## src/rtl/irq_pkg.sv

```systemverilog
package irq_pkg;
    localparam int REG_W = 8;
    localparam int NSRC  = 6;

    // source indices, also the priority order (lowest index wins)
    localparam int SRC_NMI   = 0;
    localparam int SRC_EXT0  = 1;
    localparam int SRC_EXT1  = 2;
    localparam int SRC_TMR0  = 3;
    localparam int SRC_TMR1  = 4;
    localparam int SRC_TBASE = 5;

    // control register 0 bit positions
    localparam int C0_GEN   = 0;
    localparam int C0_EN_X0 = 1;
    localparam int C0_EN_X1 = 2;
    localparam int C0_EN_T0 = 3;
    localparam int C0_FL_X0 = 4;
    localparam int C0_FL_X1 = 5;
    localparam int C0_FL_T0 = 6;
    localparam int C0_EN_AD = 7;

    // control register 1 bit positions
    localparam int C1_EN_T1 = 0;
    localparam int C1_EN_TB = 1;
    localparam int C1_FL_T1 = 4;
    localparam int C1_FL_TB = 5;
    localparam logic [REG_W-1:0] C1_MASK = 8'h77;

    typedef enum logic [0:0] {
        ST_WAIT  = 1'b0,
        ST_ISSUE = 1'b1
    } irq_state_e;

    function automatic logic [4:0] vec_base(input int idx);
        if (idx == SRC_NMI) return 5'h1C;
        return 5'(idx * 4);
    endfunction
endpackage

```

## src/rtl/irq_edge_det.sv

```systemverilog
module irq_edge_det #(
    parameter int SYNC_STAGES = 2,
    parameter bit RISING      = 1'b0
) (
    input  logic clk,
    input  logic rst_n,
    input  logic din,
    output logic pulse
);
    logic s_last;
    logic prev_q;

    generate
        if (SYNC_STAGES == 0) begin : g_nosync
            assign s_last = din;
        end else begin : g_sync
            logic [SYNC_STAGES-1:0] chain_q;
            always_ff @(posedge clk or negedge rst_n) begin
                if (!rst_n) chain_q <= '0;
                else        chain_q <= {chain_q[SYNC_STAGES-2+1-1:0], din} >> 0;
            end
            assign s_last = chain_q[SYNC_STAGES-1];
        end
    endgenerate

    always_ff @(posedge clk or negedge rst_n) begin
        if (!rst_n) prev_q <= 1'b0;
        else        prev_q <= s_last;
    end

    generate
        if (RISING) begin : g_rise
            assign pulse = s_last & ~prev_q;
        end else begin : g_fall
            assign pulse = ~s_last & prev_q;
        end
    endgenerate
endmodule

```

## src/rtl/irq_arbiter.sv

```systemverilog
module irq_arbiter
    import irq_pkg::*;
#(
    parameter int N    = NSRC,
    localparam int IW  = $clog2(N)
) (
    input  logic [N-1:0]  req_raw,
    input  logic          gen_en,
    input  logic          stack_full,
    output logic [N-1:0]  grant_oh,
    output logic [IW-1:0] grant_idx,
    output logic          grant_valid,
    output logic          grant_nmi
);
    logic [N-1:0] elig;

    assign elig[0] = req_raw[0];
    generate
        for (genvar g = 1; g < N; g++) begin : g_mask
            assign elig[g] = req_raw[g] & gen_en & ~stack_full;
        end
    endgenerate

    always_comb begin
        grant_oh  = '0;
        grant_idx = '0;
        for (int i = N - 1; i >= 0; i--) begin
            if (elig[i]) begin
                grant_oh  = '0;
                grant_oh[i] = 1'b1;
                grant_idx = IW'(i);
            end
        end
    end

    assign grant_valid = |elig;
    assign grant_nmi   = elig[0];
endmodule

```

## src/rtl/irq_seq_fsm.sv

```systemverilog
module irq_seq_fsm
    import irq_pkg::*;
#(
    parameter int VEC_W = 8,
    parameter int IW    = 3
) (
    input  logic             clk,
    input  logic             rst_n,
    input  logic             core_ready,
    input  logic             grant_valid,
    input  logic [IW-1:0]    grant_idx,
    input  logic             grant_nmi,
    input  logic             stack_full,
    output logic             accept,
    output logic             take_irq,
    output logic [VEC_W-1:0] vec_addr,
    output logic             flush_oldest
);
    irq_state_e state_q, state_n;

    assign accept = (state_q == ST_WAIT) && core_ready && grant_valid;

    always_comb begin
        state_n = state_q;
        unique case (state_q)
            ST_WAIT:  if (accept) state_n = ST_ISSUE;
            ST_ISSUE: state_n = ST_WAIT;
            default:  state_n = ST_WAIT;
        endcase
    end

    always_ff @(posedge clk or negedge rst_n) begin
        if (!rst_n) state_q <= ST_WAIT;
        else        state_q <= state_n;
    end

    always_ff @(posedge clk or negedge rst_n) begin
        if (!rst_n) begin
            vec_addr     <= '0;
            flush_oldest <= 1'b0;
        end else begin
            flush_oldest <= accept && grant_nmi && stack_full;
            if (accept) vec_addr <= VEC_W'(vec_base(int'(grant_idx)));
        end
    end

    assign take_irq = (state_q == ST_ISSUE);
endmodule

```

## src/rtl/mcu_irq_ctrl.sv

```systemverilog
module mcu_irq_ctrl
    import irq_pkg::*;
#(
    parameter int VEC_W       = 8,
    parameter bit EXT0_RISING = 1'b0,
    parameter bit EXT1_RISING = 1'b1,
    parameter int SYNC_STAGES = 2
) (
    input  logic             clk,
    input  logic             rst_n,
    input  logic             ext0_pin,
    input  logic             ext1_pin,
    input  logic             tmr0_ovf,
    input  logic             tmr1_ovf,
    input  logic             tbase_tick,
    input  logic             adc_busy,
    input  logic             stack_full,
    input  logic             core_ready,
    input  logic             reg_wr_en,
    input  logic             reg_sel,
    input  logic [7:0]       reg_wdata,
    output logic [7:0]       ctl0_q,
    output logic [7:0]       ctl1_q,
    output logic             take_irq,
    output logic [VEC_W-1:0] vec_addr,
    output logic             flush_oldest
);
    localparam int IW = $clog2(NSRC);

    logic            ext0_evt, ext1_evt, adc_fall;
    logic            nmi_pend_q;
    logic [NSRC-1:0] req_raw, grant_oh;
    logic [IW-1:0]   grant_idx;
    logic            grant_valid, grant_nmi, accept;
    logic [7:0]      c0_n, c1_n;

    irq_edge_det #(.SYNC_STAGES(SYNC_STAGES), .RISING(EXT0_RISING)) u_ext0 (
        .clk(clk), .rst_n(rst_n), .din(ext0_pin), .pulse(ext0_evt));
    irq_edge_det #(.SYNC_STAGES(SYNC_STAGES), .RISING(EXT1_RISING)) u_ext1 (
        .clk(clk), .rst_n(rst_n), .din(ext1_pin), .pulse(ext1_evt));
    irq_edge_det #(.SYNC_STAGES(0), .RISING(1'b0)) u_adc (
        .clk(clk), .rst_n(rst_n), .din(adc_busy), .pulse(adc_fall));

    assign req_raw[SRC_NMI]   = nmi_pend_q;
    assign req_raw[SRC_EXT0]  = ctl0_q[C0_EN_X0] & ctl0_q[C0_FL_X0];
    assign req_raw[SRC_EXT1]  = ctl0_q[C0_EN_X1] & ctl0_q[C0_FL_X1];
    assign req_raw[SRC_TMR0]  = ctl0_q[C0_EN_T0] & ctl0_q[C0_FL_T0];
    assign req_raw[SRC_TMR1]  = ctl1_q[C1_EN_T1] & ctl1_q[C1_FL_T1];
    assign req_raw[SRC_TBASE] = ctl1_q[C1_EN_TB] & ctl1_q[C1_FL_TB];

    irq_arbiter #(.N(NSRC)) u_arb (
        .req_raw(req_raw), .gen_en(ctl0_q[C0_GEN]), .stack_full(stack_full),
        .grant_oh(grant_oh), .grant_idx(grant_idx),
        .grant_valid(grant_valid), .grant_nmi(grant_nmi));

    irq_seq_fsm #(.VEC_W(VEC_W), .IW(IW)) u_fsm (
        .clk(clk), .rst_n(rst_n), .core_ready(core_ready),
        .grant_valid(grant_valid), .grant_idx(grant_idx), .grant_nmi(grant_nmi),
        .stack_full(stack_full), .accept(accept), .take_irq(take_irq),
        .vec_addr(vec_addr), .flush_oldest(flush_oldest));

    always_comb begin
        c0_n = ctl0_q;
        c1_n = ctl1_q;
        if (ext0_evt)   c0_n[C0_FL_X0] = 1'b1;
        if (ext1_evt)   c0_n[C0_FL_X1] = 1'b1;
        if (tmr0_ovf)   c0_n[C0_FL_T0] = 1'b1;
        if (tmr1_ovf)   c1_n[C1_FL_T1] = 1'b1;
        if (tbase_tick) c1_n[C1_FL_TB] = 1'b1;
        if (accept) begin
            c0_n[C0_GEN] = 1'b0;
            if (grant_oh[SRC_EXT0])  c0_n[C0_FL_X0] = 1'b0;
            if (grant_oh[SRC_EXT1])  c0_n[C0_FL_X1] = 1'b0;
            if (grant_oh[SRC_TMR0])  c0_n[C0_FL_T0] = 1'b0;
            if (grant_oh[SRC_TMR1])  c1_n[C1_FL_T1] = 1'b0;
            if (grant_oh[SRC_TBASE]) c1_n[C1_FL_TB] = 1'b0;
        end
        if (reg_wr_en && !reg_sel) c0_n = reg_wdata;
        if (reg_wr_en &&  reg_sel) c1_n = reg_wdata & C1_MASK;
    end

    always_ff @(posedge clk or negedge rst_n) begin
        if (!rst_n) begin
            ctl0_q     <= '0;
            ctl1_q     <= '0;
            nmi_pend_q <= 1'b0;
        end else begin
            ctl0_q <= c0_n;
            ctl1_q <= c1_n;
            if (adc_fall && ctl0_q[C0_EN_AD])    nmi_pend_q <= 1'b1;
            else if (accept && grant_oh[SRC_NMI]) nmi_pend_q <= 1'b0;
        end
    end
endmodule

```

## config.mk

```make
export PLATFORM = sky130hd
export DESIGN_NAME = mcu_irq_ctrl
export DESIGN_NICKNAME = d
export VERILOG_FILES = /design/src/rtl/irq_pkg.sv /design/src/rtl/irq_edge_det.sv /design/src/rtl/irq_arbiter.sv /design/src/rtl/irq_seq_fsm.sv /design/src/rtl/mcu_irq_ctrl.sv
export SDC_FILE = /design/constraint.sdc
export NUM_CORES = 1
export LEC_CHECK = 0
export BUFFER_PORTS_ARGS = -buffer_cell sky130_fd_sc_hd__buf_2
export CAP_MARGIN = 0
export CORE_MARGIN = 8
export CORE_UTILIZATION = 42
export DETAILED_ROUTE_END_ITERATION = 8
export PLACE_DENSITY_LB_ADDON = 0.12
export SLEW_MARGIN = 20
export SYNTH_ARGS = -nofsm -noshare
export SYNTH_HDL_FRONTEND = slang
export SYNTH_SLANG_ARGS = --single-unit
```

## constraint.sdc

```tcl
create_clock -name clk -period 1.7 [get_ports clk]
set_input_delay 0.085 -clock clk [delete_from_list [all_inputs] [get_ports clk]]
set_output_delay 0.085 -clock clk [all_outputs]
set_load 0.02 [all_outputs]
```

## Word-level counts from Yosys, hierarchy flattened

Index checks and enable logic that the tools add are counted.

| cells by class | value |
|---|---|
| reduce and logical (&&, ||, !) cells | 13 |
| bitwise logic cells | 23 |
| mux-type cells | 35 |

Operators by type and width:

| cell | count |
|---|---|
| $mux W6 | 7 |
| $mux W3 | 7 |
| $and A1 B1 Y1 | 18 |
| $mux W1 | 16 |
| $mux W5 | 2 |
| $logic_and A1 B1 Y1 | 8 |
| $mux W7 | 1 |
| $reduce_or A6 Y1 | 1 |
| $not A1 Y1 | 5 |
| $reduce_bool A2 Y1 | 2 |
| $logic_not A3 Y1 | 1 |
| $mux W2 | 1 |
| $pmux W1 S2 | 1 |
| $logic_not A1 Y1 | 1 |

| storage, ports and cells | value |
|---|---|
| word-level logic and storage cells | 85 |
| register bits after elaboration | 29 |

## Logic depth before layout (Yosys ltp)

| logic depth | value |
|---|---|
| depth in word-level cells | 13 |
| gate-level depth with buffers | 5 |

## Modules after synthesis

A second synthesis with hierarchy kept.

| second synthesis, totals | value |
|---|---|
| cell total of the unflattened synthesis | 102 |
| area total of the unflattened synthesis | 1,328.8 µm² |

Modules (own cells, without submodules):

| module | cells an instance | area each (µm²) | instances | seq. area each (µm²) |
|---|---|---|---|---|
| mcu_irq_ctrl | 48 | 679.4 | 1 | 375.4 |
| irq_seq_fsm | 21 | 271.5 | 1 | 125.1 |
| irq_edge_det at u_ext0 ... | 4 | 88.8 | 2 | 75.1 |
| irq_arbiter | 23 | 161.4 | 1 | 0.0 |
| irq_edge_det at u_adc | 2 | 38.8 | 1 | 25.0 |

## Least setup slack after synthesis

Ideal clock, no wire load.

| timing | value |
|---|---|
| kind | register to register |
| start point | reg u_fsm.state_q, in the netlist u_fsm.take_irq |
| end point | reg ctl1_q[4] |
| arrival | 1.664 ns |
| setup slack | -0.089 ns |
| stages on the path, launching flop included | 6 |
| data required time | 1.575 ns |
| path through | dfrtp_1 -> nand2b_4 -> or3_1 -> buf_2 -> o32a_1 -> mux2_4 |

| on the way | value |
|---|---|
| word-level cells in the longest chain between the ends | 5 |

Ends and longest elaborated chain:

| item | RTL line | source |
|---|---|---|
| start: declaration | irq_seq_fsm.sv:19 | `irq_state_e state_q, state_n;` |
| start signal: assignment | irq_seq_fsm.sv:34 | `else state_q <= state_n;` |
| $not A1 Y1 | n/a |  |
| $logic_and A1 B1 Y1 (2 in a row) | irq_seq_fsm.sv:21 | `assign accept = (state_q == ST_WAIT) && core_ready && grant_valid;` |
| $mux W2 | mcu_irq_ctrl.sv:70 | `if (accept) begin` |
| $mux W6 | mcu_irq_ctrl.sv:79 | `if (reg_wr_en && reg_sel) c1_n = reg_wdata & C1_MASK;` |
| via c1_n[4] | mcu_irq_ctrl.sv:35 | `logic [7:0] c0_n, c1_n;` |
| end signal: assignment | mcu_irq_ctrl.sv:89 | `ctl1_q <= c1_n;` |
| end: declaration | mcu_irq_ctrl.sv:23 | `output logic [7:0] ctl1_q,` |

The timed path passes the listed nets, and every way through them passes these cells.
A chain may end at the register's enable or synchronous reset.

## Final worst setup path

| timing | value |
|---|---|
| start point | in stack_full |
| end point | reg ctl0_q[6] |

| on the way | value |
|---|---|
| word-level cells in the longest chain between the ends | 10 |
| elaborated cells on any way between the ends | 16 |
| those cells by class | mux: 8; bitwise: 6; reduce/logical: 2 |

Ends and longest elaborated chain:

| item | RTL line | source |
|---|---|---|
| start: declaration | mcu_irq_ctrl.sv:17 | `input logic stack_full,` |
| $not A1 Y1 * | irq_arbiter.sv:20 | `assign elig[g] = req_raw[g] & gen_en & ~stack_full;` |
| $and A1 B1 Y1 | irq_arbiter.sv:20 |  |
| $mux W6 (5 in a row) | irq_arbiter.sv:28 | `if (elig[i]) begin` |
| $mux W1 | mcu_irq_ctrl.sv:74 | `if (grant_oh[SRC_TMR0]) c0_n[C0_FL_T0] = 1'b0;` |
| $mux W3 * | mcu_irq_ctrl.sv:70 |  |
| $mux W7 * | mcu_irq_ctrl.sv:78 | `if (reg_wr_en && !reg_sel) c0_n = reg_wdata;` |
| via c0_n[6] | mcu_irq_ctrl.sv:35 |  |
| end signal: assignment | mcu_irq_ctrl.sv:88 | `ctl0_q <= c0_n;` |
| end: declaration | mcu_irq_ctrl.sv:22 | `output logic [7:0] ctl0_q,` |

The timed path passes the listed nets; every way through them passes the cells marked *.

==> metrics.md <==
| Metric | Value |
|---|---|
| Area grow syn2layout | 31.1% |
| Power Dens Cells | 986 mW/mm2 |
| CTS Sinks | 27 |
| Max Freq | 0.606 GHz |
| Die W | 68.3 um |
| # IOs | 46 |
| Worst setup path start | stack_full |
| Post-CTS setup buffer count | 0 |
| R2R Path End | ctl0_q[6] |
| Crit end category | flop |
| Post-DRT Antenna Nets | 0 |
| Worst-Skew Late Latency | 320 ps |
| WL/cell | 14.3 um |
| Reg2reg start | u_fsm.take_irq |
| Vias/cell | 4.97 |
| Number of buffers and inverters on the critical path | 3 |
| Sequential fraction of the synthesis area | 0.589 |
| WP data required | 1920 ps |
| Worst setup SP type | primary input |
| Die height | 68.3 um |
| Hold Path Class | in2reg |
| Clk_skew | 2.84 ps |
| TritonCTS buffer count | 3 |
| Final setup vio count | 0 |
| Dominant cell type by area after synthesis | dfrtp_1 |
| Number of global-route vias before repair | 952 |
| Clock buffer depth | 2 |
| Gr usage total | 0.122 |
| Clock Pin Slew Worst Setup and Hold Paths | 150 ps |
| CP Depth | 7 |
| Worst-path cell with the longest stage delay | dlygate4sd3_1 |
| Worst setup path end | ctl0_q[6] |
| Via count | 939 |
| Fin crit period | 1650 ps |
| WL final | 2700 um |
| Slew @ Worst Pin | 595 ps |
| Setup TNS | 0 ps |
| Leak Pwr | 0.724 nW |
| Async SR Flop Fraction | 1.00 |
| Primary FF master, synth | dfrtp_1 |
| Worst-path fanout max | 6 |
| Iteration-0 DRC Markers | 54 |
| RSZ-0062 raised after global routing | true |
| Cells on worst reg2reg path | 5 |
| Yosys top cell area share | 0.589 |
| Crit Path Category | in2reg |
| VDD IR max | 0.647 mV |
| Synth Register Bits | 27 |
| CP cell instances | dlygate4sd3_1 > buf_2 > nand2b_1 > or3_1 > buf_4 > nor4bb_1 > o21ai_1 |
| Commonest cells in the netlist | dfrtp_1 (27), nand2_1 (27), buf_4 (8) |
| Syn Area/Cell | 10.7 um2 |
| H-tree Lvls | 1 |
| FF+latch area | 677 um2 |
| Area contributors post-synth | dfrtp_1 (59%), nand2_1 (8.8%), buf_4 (5.2%), mux2_2 (3.9%), o21ai_0 (2.2%) |
| Site Rows | 19 |
| # diodes | 0 |
| Core area | 0.00269 mm2 |
| Pins Over Slew Limit | 0 |
| Worst relative slew slack | 0.603 |
| Number of hold-slack violations in the final timing report | 0 |
| Worst Hold Slack | 21.7 ps |
| Nets | 179 |
| Post-route DRC | 0 |
| Filler cells | 243 |
| Share of cells above drive strength 1 | 0.335 |
| Cell variety after synth | 28 |
| TritonCTS clock tree | yes |
| Die Area | 0.00466 mm2 |
| Root Driver | clkbuf_4 |
| Largest net degree at the start of global routing | 28 |
| CP arrival | 1870 ps |
| Dpl hpwl | 2060 um |
| Delay-heaviest family, CP | buffers and inverters |
| Fin crit share | 0.971 |
| Post-Synthesis Cells | 107 |
| Port Buffers | 38 |
| Post-Syn Area | 0.00115 mm2 |
| Routability cong. | 0.796 |
| Starting Density | 0.427 |
| GR Overflow Total | 0 |
| Footprint of the multi-input gates | 428 um2 |
| First-pass GRT wire length | 4440 um |
| Initial antenna violation count | 0 |
| Max Cap Violations | 0 |
| EDFF count, synth | 0 |
| Number of synthesis warnings | 0 |
| Total iterations of the first detailed-routing run | 5 |
| Max stage delay on crit path | 530 ps |
| Status | finished clean |
| Flop2flop setup slack | 120 ps |
==> sequential cells by signal (all words and copies together), names as in the netlist, 2 cells and up <==
signal / cells
u_ext1.g_sync.chain_q: 2
ctl0_q: 8
u_ext0.g_sync.chain_q: 2
u_fsm.vec_addr: 3
ctl1_q: 6
==> cell usage in the layout, fill, tap and decap left out <==
cell type      count
buf_2             38
nand2_1           27
dfrtp_1           26
dlygate4sd3_1     12
conb_1             7
o21ai_0            5
nor2_1             5
mux2_2             4
nand3_1            3
clkbuf_4           3
nor2b_1            2
nand2b_1           2
inv_1              2
o22ai_1            2
o22a_1             2
buf_4              2
nand2b_4           1
or3_1              1
nor4b_1            1
o32a_1             1
mux2_4             1
a222oi_1           1
a221oi_1           1
a221oi_2           1
o32ai_2            1
a21oi_1            1
nor4bb_1           1
o21ai_1            1
a32oi_1            1
a41oi_1            1
clkinv_2           1
dfrtp_2            1
==> report_power, final <==
group | switching (mW) | total (mW) | internal, mW | leakage (nW)
Sequential | 0.0651 | 0.790 | 0.725 | 0.312
Clock | 0.191 | 0.279 | 0.0882 | 0.0177
Combinational | 0.247 | 0.414 | 0.168 | 0.394
Total | 0.502 | 1.48 | 0.981 | 0.724
==> per-stage QoR <==
| step | power, mW | instance area, um2 | util | setup slack [ps] | cells |
|---|---|---|---|---|---|
| 4_1_cts | 1.49 | 1480 | 0.551 | 36.8 | 188 |
| 3_3_place_gp | 1.19 | 1340 | 0.500 | 124 | 173 |
| 3_5_place_dp | 1.20 | 1340 | 0.500 | 98.6 | 173 |
| 6_report | 1.48 | 1500 | 0.560 | 49.5 | 189 |
| 5_1_grt | 1.57 | 1500 | 0.560 | -13.3 | 189 |
| 2_1_floorplan | 1.05 | 1180 | - | 20.0 | 113 |
==> final cells by class <==
type	instances	area share
Clock buffer	3	0.0150
Clock inverter	1	0.00333
Inverter	2	0.00499
Multi-Input combinational cell	73	0.285
Sequential cell	27	0.450
Tap cell	31	0.0258
Timing Repair Buffer	52	0.216
==> tightest hold or removal path, cell delays in order <==
cell and delay (ps):
buf_2 110, nor2_1 90, a21oi_1 40
==> logic make-up after synthesis <==
logic type             synth area share
AND/OR/NAND/NOR                   0.173
flip-flops                        0.589
AO/OA/AOI/OAI                     0.112
buffers and inverters            0.0698
multiplexers                     0.0523
other                           0.00327
==> how the worst min path moves through the flow <==
stage,startpoint,end,cells past startpoint
6_report,reg_wdata[5],ctl1_q[5],3
5_1_grt,reg_wdata[5],ctl1_q[5],3
4_1_cts,reg_wdata[6],ctl0_q[6],3
3_5_place_dp,rst_n,u_fsm.vec_addr[4],1
3_3_place_gp,rst_n,ctl1_q[4],1
2_1_floorplan,rst_n,ctl0_q[0],0
==> timing repair <==
action,4_1_cts,5_1_grt
resized for setup,0,2
setup endpoints to repair,0,3
hold buffers,11,1
hold endpoints to repair,42,1
==> layer usage <==
layer / vias to the layer above / routed length [um] / GRT usage
met5: - / 0 / 0
met4: 0 / 23 / 0.0384
met3: 4 / 264 / 0.0442
met2: 38 / 1160 / 0.191
met1: 443 / 1250 / 0.155
li1: 454 / - / -
Power figures use the tool's default switching activity.
